File: config.mk
export PLATFORM = sky130hd
export DESIGN_NAME = icap_edge_unit
export DESIGN_NICKNAME = d
export VERILOG_FILES = /design/src/rtl/icap_pkg.sv /design/src/rtl/icap_sync.sv /design/src/rtl/icap_channel.sv /design/src/rtl/icap_edge_unit.sv
export SDC_FILE = /design/constraint.sdc
export NUM_CORES = 1
export LEC_CHECK = 0
export BUFFER_PORTS_ARGS = -buffer_cell sky130_fd_sc_hd__buf_2
export CAP_MARGIN = 20
export CORE_UTILIZATION = 35
export DETAILED_ROUTE_END_ITERATION = 10
export PLACE_DENSITY = 0.64
export SETUP_SLACK_MARGIN = 0.02
export SLEW_MARGIN = 0
export SYNTH_ARGS = -nofsm -noshare
export SYNTH_HDL_FRONTEND = slang
export SYNTH_SLANG_ARGS = --single-unit
export TNS_END_PERCENT = 20
File: constraint.sdc
create_clock -name clk -period 2.4 [get_ports clk]
set_input_delay 0.24 -clock clk [delete_from_list [all_inputs] [get_ports clk]]
set_output_delay 0.24 -clock clk [all_outputs]
set_load 0.01 [all_outputs]
File: src/rtl/icap_pkg.sv
`timescale 1ns/1ps
package icap_pkg;

  // Edge selection per channel
  typedef enum logic [1:0] {
    EDGE_OFF  = 2'b00,
    EDGE_RISE = 2'b01,
    EDGE_FALL = 2'b10,
    EDGE_BOTH = 2'b11
  } edge_cfg_e;

  // True when the transition prev -> cur matches the configured edge
  function automatic logic edge_hit(edge_cfg_e cfg, logic prev, logic cur);
    case (cfg)
      EDGE_RISE: return ~prev & cur;
      EDGE_FALL: return prev & ~cur;
      EDGE_BOTH: return prev ^ cur;
      default:   return 1'b0;
    endcase
  endfunction

endpackage

File: src/rtl/icap_sync.sv
`timescale 1ns/1ps
module icap_sync #(
  parameter int NCH    = 8,
  parameter int STAGES = 2
) (
  input  logic           clk_i,
  input  logic           rst_ni,
  input  logic [NCH-1:0] pin_i,
  output logic [NCH-1:0] cur_o,
  output logic [NCH-1:0] prev_o
);

  for (genvar n = 0; n < NCH; n++) begin : g_ch
    // sh[STAGES-1] is the synchronised level, sh[STAGES] its previous value
    logic [STAGES:0] sh;

    always_ff @(posedge clk_i or negedge rst_ni) begin
      if (!rst_ni) sh <= '0;
      else         sh <= {sh[STAGES-1:0], pin_i[n]};
    end

    assign cur_o[n]  = sh[STAGES-1];
    assign prev_o[n] = sh[STAGES];


    sync_follow_chk: assert property (@(posedge clk_i) disable iff (!rst_ni)
      prev_o[n] == $past(cur_o[n]));
  end

endmodule

File: src/rtl/icap_channel.sv
`timescale 1ns/1ps
module icap_channel
  import icap_pkg::*;
#(
  parameter int CW = 16
) (
  input  logic          clk_i,
  input  logic          rst_ni,
  input  edge_cfg_e     cfg_i,
  input  logic          cmp_mode_i,
  input  logic          cur_i,
  input  logic          prev_i,
  input  logic [CW-1:0] count_i,
  input  logic          clr_i,
  output logic [CW-1:0] cap_o,
  output logic          flag_o,
  output logic          ev_o
);

  assign ev_o = ~cmp_mode_i & edge_hit(cfg_i, prev_i, cur_i);

  always_ff @(posedge clk_i or negedge rst_ni) begin
    if (!rst_ni) begin
      cap_o  <= '0;
      flag_o <= 1'b0;
    end else begin
      if (ev_o) cap_o <= count_i;
      flag_o <= ev_o | (flag_o & ~clr_i);
    end
  end


  cap_load_chk: assert property (@(posedge clk_i) disable iff (!rst_ni)
    ev_o |=> cap_o == $past(count_i));

  flag_set_chk: assert property (@(posedge clk_i) disable iff (!rst_ni)
    ev_o |=> flag_o);

  cmp_hold_chk: assert property (@(posedge clk_i) disable iff (!rst_ni)
    cmp_mode_i |=> $stable(cap_o));

  off_hold_chk: assert property (@(posedge clk_i) disable iff (!rst_ni)
    (cfg_i == EDGE_OFF) |=> $stable(cap_o));

  flag_keep_chk: assert property (@(posedge clk_i) disable iff (!rst_ni)
    (flag_o && !clr_i) |=> flag_o);

endmodule

File: src/rtl/icap_edge_unit.sv
`timescale 1ns/1ps
module icap_edge_unit
  import icap_pkg::*;
#(
  parameter int NCH = 8,
  parameter int CW  = 16,
  localparam int SELW = $clog2(NCH),
  localparam int EW   = 2 * NCH
) (
  input  logic            clk,
  input  logic            rst_n,
  input  logic [NCH-1:0]  pin_i,
  input  logic [CW-1:0]   count_i,
  input  logic            mode_wr_i,
  input  logic [NCH-1:0]  mode_wdata_i,
  input  logic            edge_wr_i,
  input  logic [EW-1:0]   edge_wdata_i,
  input  logic            ien_wr_i,
  input  logic [NCH-1:0]  ien_wdata_i,
  input  logic            fast_wr_i,
  input  logic            fast_wdata_i,
  input  logic            flag_wr_i,
  input  logic [NCH-1:0]  flag_wdata_i,
  input  logic            rd_i,
  input  logic [SELW-1:0] rd_sel_i,
  output logic [CW-1:0]   rd_data_o,
  output logic [NCH-1:0]  flag_o,
  output logic            irq_o
);

  logic [NCH-1:0] mode_q, ien_q;
  edge_cfg_e      edge_q [NCH];
  logic           fast_q;

  logic [NCH-1:0] sync_cur, sync_prev;
  logic [NCH-1:0] clr_vec;
  logic [NCH-1:0] cap_ev;
  logic [CW-1:0]  cap_arr [NCH];

  // Configuration registers
  always_ff @(posedge clk or negedge rst_n) begin
    if (!rst_n) begin
      mode_q <= '0;
      ien_q  <= '0;
      fast_q <= 1'b0;
      for (int n = 0; n < NCH; n++) edge_q[n] <= EDGE_OFF;
    end else begin
      if (mode_wr_i) mode_q <= mode_wdata_i;
      if (ien_wr_i)  ien_q  <= ien_wdata_i;
      if (fast_wr_i) fast_q <= fast_wdata_i;
      if (edge_wr_i)
        for (int n = 0; n < NCH; n++) edge_q[n] <= edge_cfg_e'(edge_wdata_i[2*n +: 2]);
    end
  end

  // Flag clear requests: read-clears in fast mode, write-one-clears otherwise
  always_comb begin
    clr_vec = '0;
    if (fast_q) begin
      if (rd_i) clr_vec[rd_sel_i] = 1'b1;
    end else if (flag_wr_i) begin
      clr_vec = flag_wdata_i;
    end
  end

  icap_sync #(.NCH(NCH), .STAGES(2)) u_sync (
    .clk_i  (clk),
    .rst_ni (rst_n),
    .pin_i  (pin_i),
    .cur_o  (sync_cur),
    .prev_o (sync_prev)
  );

  for (genvar n = 0; n < NCH; n++) begin : g_chan
    icap_channel #(.CW(CW)) u_chan (
      .clk_i      (clk),
      .rst_ni     (rst_n),
      .cfg_i      (edge_q[n]),
      .cmp_mode_i (mode_q[n]),
      .cur_i      (sync_cur[n]),
      .prev_i     (sync_prev[n]),
      .count_i    (count_i),
      .clr_i      (clr_vec[n]),
      .cap_o      (cap_arr[n]),
      .flag_o     (flag_o[n]),
      .ev_o       (cap_ev[n])
    );
  end

  assign rd_data_o = cap_arr[rd_sel_i];
  assign irq_o     = |(flag_o & ien_q);


  irq_quiet_chk: assert property (@(posedge clk) disable iff (!rst_n)
    ((flag_o & ien_q) == '0) |-> !irq_o);

  fast_wr_ignore_chk: assert property (@(posedge clk) disable iff (!rst_n)
    (fast_q && !rd_i) |=> ((~flag_o & $past(flag_o)) == '0));

  plain_read_keep_chk: assert property (@(posedge clk) disable iff (!rst_n)
    (!fast_q && !flag_wr_i) |=> ((~flag_o & $past(flag_o)) == '0));

  any_flag_chk: assert property (@(posedge clk) disable iff (!rst_n)
    (|cap_ev) |=> (|flag_o));

endmodule

==> flow_summary_export.csv, run 1 <==
group,metric,value,unit
logic_synthesis,synthFlopType,"dfrtp_1",
worst_setup_path,crit_path_end_kind,"output port",
cells_and_area,nNetsFinal,828,
power_and_ir_drop,seq_power_share,47.8,%
power_and_ir_drop,p_leak,4.69,nW
logic_synthesis,syn-num-nets,710,
power_and_ir_drop,power,9.97,mW
logic_synthesis,ys_seq_elements,193,
grt,track_usage,15.4,%
cells_and_area,multiInputGateArea,3780,µm²
clock_network,clock-root-buffer,"clkbuf_16",
worst_setup_path,worst-setup-path-type,"in -> out",
power_and_ir_drop,combPwrFrac,23.6,%
logic_synthesis,synth_edf_count,0,
worst_setup_path,worst_ep_arrival_time,1.80,ns
timing,hold_violations,0,
power_and_ir_drop,switching_share,27.9,%
logic_synthesis,synthArstFlopShare,100,%
detailed_routing,drt_iter0_drc,270,
clock_network,cts_tree,"built",
placed_design,dp.cells,1038,
floorplan,fp.dieArea,26200,µm²
clock_network,clock_latency,0.44,ns
grt,grt_max_degree,68,
run,maxCapViolations,0,
timing,clock_skew,0.0177,ns
logic_synthesis,syn_inst,618,
grt,grt_antenna_before_repair,1,
floorplan,die_y,162,µm
placed_design,dp_hpwl,12500,µm
cells_and_area,instances_no_fill,1080,
detailed_routing,wl_per_cell,17.7,µm
detailed_routing,ant_nets,0,
detailed_routing,drt-vias-per-instance,4.92,
worst_setup_path,required,2.16,ns
grt,met3_usage,3.50,%
grt,busiest_layer,"met2",
grt,met1_usage,21.4,%
detailed_routing,vias,5310,
timing,drv_slew,0,
power_and_ir_drop,powerDensity,944,nW/µm²
timing,setup_viol,0,
grt,use_met2,24.4,%
grt,grt_pass1_vias,5504,
detailed_routing,drtPass1Iterations,4,
timing,fin_crit_sh,85.1,%
floorplan,start_util,35.7,%
floorplan,boundaryPins,101,
worst_setup_path,slowest_delay,0.46,ns
clock_network,cts_resized,0,
placed_design,gp_congestion,0.759,
placed_design,place_area,9880,µm²
cells_and_area,post-route-util,42.0,%
outcome,status,"complete, no violations",
worst_setup_path,crit_path_max_fanout,11,
floorplan,row_count,58,
placed_design,numPortBuffers,100,
worst_setup_path,worstPathCellList,"buf_2 -> buf_4 -> nor2_1 -> a221oi_1 -> o22ai_1 -> buf_2",
worst_setup_path,worstPathBufferInverterCount,3,
power_and_ir_drop,irDropWorstVdd,0.487,mV
floorplan,fp.dieW,162,µm
cells_and_area,final_common_cell,"dfrtp_1",
timing,max_freq,490,MHz
cells_and_area,layout_common_cells,"dfrtp_1, mux2_2, buf_2",
timing,setup_slack,0.357,ns
cells_and_area,drive_gt1_share,48.1,%
timing,rsz0062_at_grt,"false",
cells_and_area,synthToLayoutAreaGrowth,17.9,%
timing,fin_setup_tns,0,ns
clock_network,clk_pin_slew,0.08,ns
cells_and_area,finalInstanceArea,10600,µm²
logic_synthesis,avgSynthCellArea,14.5,µm²
logic_synthesis,synth_cell_type_count,39,
timing,worst_pin_slew,0.593,ns
placed_design,dpl_worst_slack,0.349,ns
worst_setup_path,cpLargestDelayFamily,"buffers and inverters",
detailed_routing,routed_wl,19100,µm
timing,relSlewSlack,60.3,%
power_and_ir_drop,switching_power,2.78,mW
worst_setup_path,startpoint_type,"input pin",
worst_setup_path,cpMostUsedCell,"buf_2",
cells_and_area,seq_area,4830,µm²
clock_network,clock_path_buffers,2,
clock_network,htreeDepth,4,
grt,grt_pass1_wl,31000,µm
clock_network,clock_sinks,193,
logic_synthesis,ys_warn_count,0,
logic_synthesis,ys_seq_area_share,53.9,%
hold_path,hp-class,"in -> reg",
worst_setup_path,cpMaxStageDelayCell,"nor2_1",
timing,hold_slack,0.0273,ns
timing,period_minus_slack,2.04,ns
logic_synthesis,syn-cell-area,8960,µm²
power_and_ir_drop,power_frac_clock,28.7,%
cells_and_area,num-fill-cells,2369,
floorplan,core,25100,µm²
detailed_routing,drcViolationCount,0,
clock_network,numCtsBuffers,17,
grt,grt_overflow,0,
power_and_ir_drop,intPower,7.19,mW
-- timing repair --
| action | in CTS | in global routing |
|---|---|---|
| hold buffers | 9 | 0 |
| endpoints found under the hold margin | 70 | 0 |
| setup endpoints to repair | 0 | 0 |
| buffers inserted | 0 | 0 |
-- cell type report --
class | count | share of cell area [%]
sequential | 193 | 45.7
multi-input combinational | 367 | 35.8
clock buffer | 17 | 4.03
antenna | 1 | 0.0237
clock inverter | 15 | 1.52
timing repair buffer | 140 | 8.36
inverter | 17 | 0.604
tap | 330 | 3.91
-- worst reg2reg max path, cell delays in order, from the launching register on --
cell and delay, ns:
dfrtp_1 0.35, inv_1 0.05, ha_1 0.27, and2b_1 0.20
o21ai_2 0.07, a21oi_4 0.11, buf_4 0.37, mux2_2 0.40
-- power groups by stage --
stage / clock (mW) / sequential (mW) / combinational (mW)
finish: 2.86 / 4.76 / 2.35
global route: 3.07 / 4.89 / 2.57
CTS: 2.93 / 4.76 / 2.39
detailed placement: 0 / 4.81 / 2.37
global placement: 0 / 4.80 / 2.31
floorplan: 0 / 4.64 / 1.87
-- per-layer routing --
| metal | wire length, µm | part of all wire (%) |
|---|---|---|
| met4 | 144 | 0.75 |
| met1 | 9100 | 48 |
| met3 | 835 | 4.4 |
| met2 | 9040 | 47 |
| met5 | 10 | 0.052 |
-- state kept, by name (all words and copies together) (netlist names) --
register / cells
ien_q: 8
g_chan.u_chan.flag_o: 8
u_sync.g_ch.sh: 24
edge_q: 16
fast_q: 1
mode_q: 8
g_chan.u_chan.cap_o: 128
-- synthesized netlist by cell type, types with 9 or more instances --
master	count	area [µm²]
mux2_4	62	931
a221oi_1	12	105
inv_1	17	63.8
a22oi_1	14	105
clkbuf_1	13	48.8
o21ai_0	12	60.1
mux2_2	110	1240
a21oi_1	9	45.0
mux2i_1	15	150
ha_1	16	200
buf_6	10	113
nor2b_1	11	68.8
buf_2	9	45.0
dfrtp_1	193	4830
mux2_1	10	113
nand2_1	14	52.6
-- worst paths after layout --
kind / start / endpoint / slack (ns) / depth (start not counted)
max: rd_sel_i[1] / rd_data_o[9] / 0.36 / 6
min: edge_wdata_i[15] / edge_q[1] / 0.03 / 2
max reg2reg: u_sync.g_ch[4].sh[2] / g_chan[4].u_chan.cap_o[6] / 0.45 / 7
min reg2reg: u_sync.g_ch[2].sh[0] / u_sync.g_ch[2].sh[1] / 0.34 / 0
max in group asynchronous: rst_n / g_chan[3].u_chan.cap_o[4] / 1.36 / 3
min in group asynchronous: rst_n / mode_q[2] / 0.36 / 2
-- cells by family (layout without fill, tap and decap cells) --
| kind of cell | count (synthesis) | count (layout) | share of synthesized area, % |
|---|---|---|---|
| AND/OR/NAND/NOR | 56 | 56 | 3.67 |
| flip-flops | 193 | 193 | 53.9 |
| other | 0 | 1 | 0 |
| multiplexers | 199 | 199 | 27.7 |
| AO/OA/AOI/OAI | 96 | 96 | 8.65 |
| buffers and inverters | 58 | 189 | 3.86 |
| adder cells (fa/ha/maj) | 16 | 16 | 2.24 |
Power figures use the tool's default switching activity.
==> run 2, diff against run 1 <==
- CORE_UTILIZATION: 35 -> 45
- PLACE_DENSITY: 0.64 -> 0.76
==> flow_summary_export.csv, run 2 (same netlist as run 1, synthesis figures left out) <==
group,metric,value,unit
timing,setup_slack,0.419,ns
worst_setup_path,required,2.71,ns
detailed_routing,wl_per_cell,18.7,µm
cells_and_area,layout_common_cells,"dfrtp_1, mux2_2, buf_2",
floorplan,fp.dieArea,20500,µm²
clock_network,clk_pin_slew,0.07,ns
floorplan,start_util,46.0,%
placed_design,dp_hpwl,12300,µm
timing,fin_crit_sh,82.6,%
timing,setup_viol,0,
floorplan,core,19500,µm²
power_and_ir_drop,power,9.85,mW
grt,met3_usage,4.83,%
grt,track_usage,20.0,%
grt,grt_pass1_vias,5727,
detailed_routing,drtPass1Iterations,5,
placed_design,gp_congestion,0.776,
timing,hold_violations,0,
timing,period_minus_slack,1.98,ns
placed_design,dpl_worst_slack,0.456,ns
cells_and_area,nNetsFinal,820,
placed_design,dp.cells,965,
timing,worst_pin_slew,0.671,ns
cells_and_area,multiInputGateArea,3780,µm²
timing,max_freq,505,MHz
clock_network,cts_resized,0,
timing,fin_setup_tns,0,ns
cells_and_area,num-fill-cells,1610,
detailed_routing,drt_iter0_drc,258,
grt,grt_antenna_before_repair,0,
hold_path,min_from,"mode_wdata_i[5]",
clock_network,clock_latency,0.44,ns
floorplan,row_count,51,
timing,clock_skew,0.0151,ns
worst_setup_path,endpoint,"g_chan[4].u_chan.cap_o[5]",
power_and_ir_drop,irDropWorstVdd,0.549,mV
cells_and_area,final_common_cell,"dfrtp_1",
cells_and_area,regMostFlops,"g_chan.u_chan.cap_o",
floorplan,fp.dieW,143,µm
power_and_ir_drop,powerDensity,947,nW/µm²
detailed_routing,drt-vias-per-instance,5.40,
grt,met1_usage,26.4,%
worst_setup_path,crit_path_end_kind,"flop",
grt,grt_pass1_wl,30800,µm
floorplan,die_y,143,µm
detailed_routing,drcViolationCount,0,
worst_setup_path,startpoint_type,"flop",
grt,grt_overflow,0,
worst_setup_path,r2r-end,"g_chan[4].u_chan.cap_o[5]",
floorplan,boundaryPins,101,
detailed_routing,vias,5436,
cells_and_area,instances_no_fill,1006,
timing,drv_slew,0,
worst_setup_path,rr_startpoint,"u_sync.g_ch[4].sh[2]",
worst_setup_path,r2r_slack,0.42,ns
timing,rsz0062_at_grt,"false",
grt,use_met2,32.5,%
clock_network,cts_tree,"built",
cells_and_area,drive_gt1_share,47.4,%
power_and_ir_drop,p_leak,4.64,nW
clock_network,numCtsBuffers,17,
worst_setup_path,worst_ep_arrival_time,2.29,ns
cells_and_area,synthToLayoutAreaGrowth,16.1,%
placed_design,numPortBuffers,100,
clock_network,clock-root-buffer,"clkbuf_16",
worst_setup_path,crit_start,"u_sync.g_ch[4].sh[2]",
cells_and_area,antenna_cells,0,
hold_path,hp-class,"in -> reg",
timing,relSlewSlack,55.3,%
cells_and_area,seq_area,4830,µm²
outcome,status,"complete, no violations",
timing,hold_slack,0.0298,ns
clock_network,clock_path_buffers,2,
worst_setup_path,crit_path_max_fanout,17,
clock_network,clock_sinks,193,
clock_network,htreeDepth,4,
worst_setup_path,worst-setup-path-type,"reg -> reg",
cells_and_area,reg_top3,"g_chan.u_chan.cap_o: 128 flops, u_sync.g_ch.sh: 24 flops, edge_q: 16 flops",
detailed_routing,routed_wl,18800,µm
grt,grt_max_degree,80,
cells_and_area,largest_register_ffs,128,
detailed_routing,ant_nets,0,
worst_setup_path,reg2reg_depth,7,
run,maxCapViolations,0,
grt,busiest_layer,"met2",
==> run 2: per-stage QoR <==
stage / util (%) / instance area (µm²)
after floorplan: - / 8960
after global placement: 50.1 / 9750
after detailed placement: 50.1 / 9750
after CTS: 53.4 / 10400
after global routing: 53.4 / 10400
final: 53.4 / 10400
==> run 2: repair_timing <==
| item | CTS | global route |
|---|---|---|
| hold buffers | 9 | 0 |
| setup endpoints to repair | 0 | 0 |
| hold endpoints to repair | 82 | 0 |
| setup buffers | 0 | 0 |
==> run 2: cell type report <==
type / instances / area share (%)
sequential: 193 / 46.4
clock inverter: 14 / 1.26
tap: 265 / 3.19
timing repair buffer: 132 / 8.02
inverter: 17 / 0.613
clock buffer: 18 / 4.13
multi-input combinational: 367 / 36.4
==> run 2: routing by layer <==
layer	vias to the layer above	wire length, µm	part of all wire, %
met5	-	0	0
met4	0	189	1.0
met3	15	1180	6.2
met2	159	9120	48
met1	2784	8340	44
li1	2478	-	-
==> run 2: worst min-delay path by stage <==
stage | depth (start not counted) | slack, ns | endpoint
finish | 2 | 0.03 | mode_q[5]
global route | 2 | 0.01 | ien_q[1]
CTS | 2 | 0.02 | ien_q[6]
detailed placement | 1 | 0.33 | g_chan[0].u_chan.flag_o
global placement | 1 | 0.33 | g_chan[4].u_chan.cap_o[9]
floorplan | 0 | -0.06 | edge_q[0]
==> run 2: worst max-delay path: stages (launching register included) <==
cell	delay, ns
dfrtp_1	0.37
inv_1	0.05
ha_1	0.27
and2b_1	0.21
o21ai_2	0.08
a21oi_4	0.11
buf_4	0.37
mux2_2	0.38
==> run 2: power by group <==
group          total (mW)  switching (mW)  internal, mW
Clock                2.72            1.27          1.44
Sequential           4.77           0.552          4.22
Combinational        2.36           0.881          1.48
Total                9.85            2.71          7.14
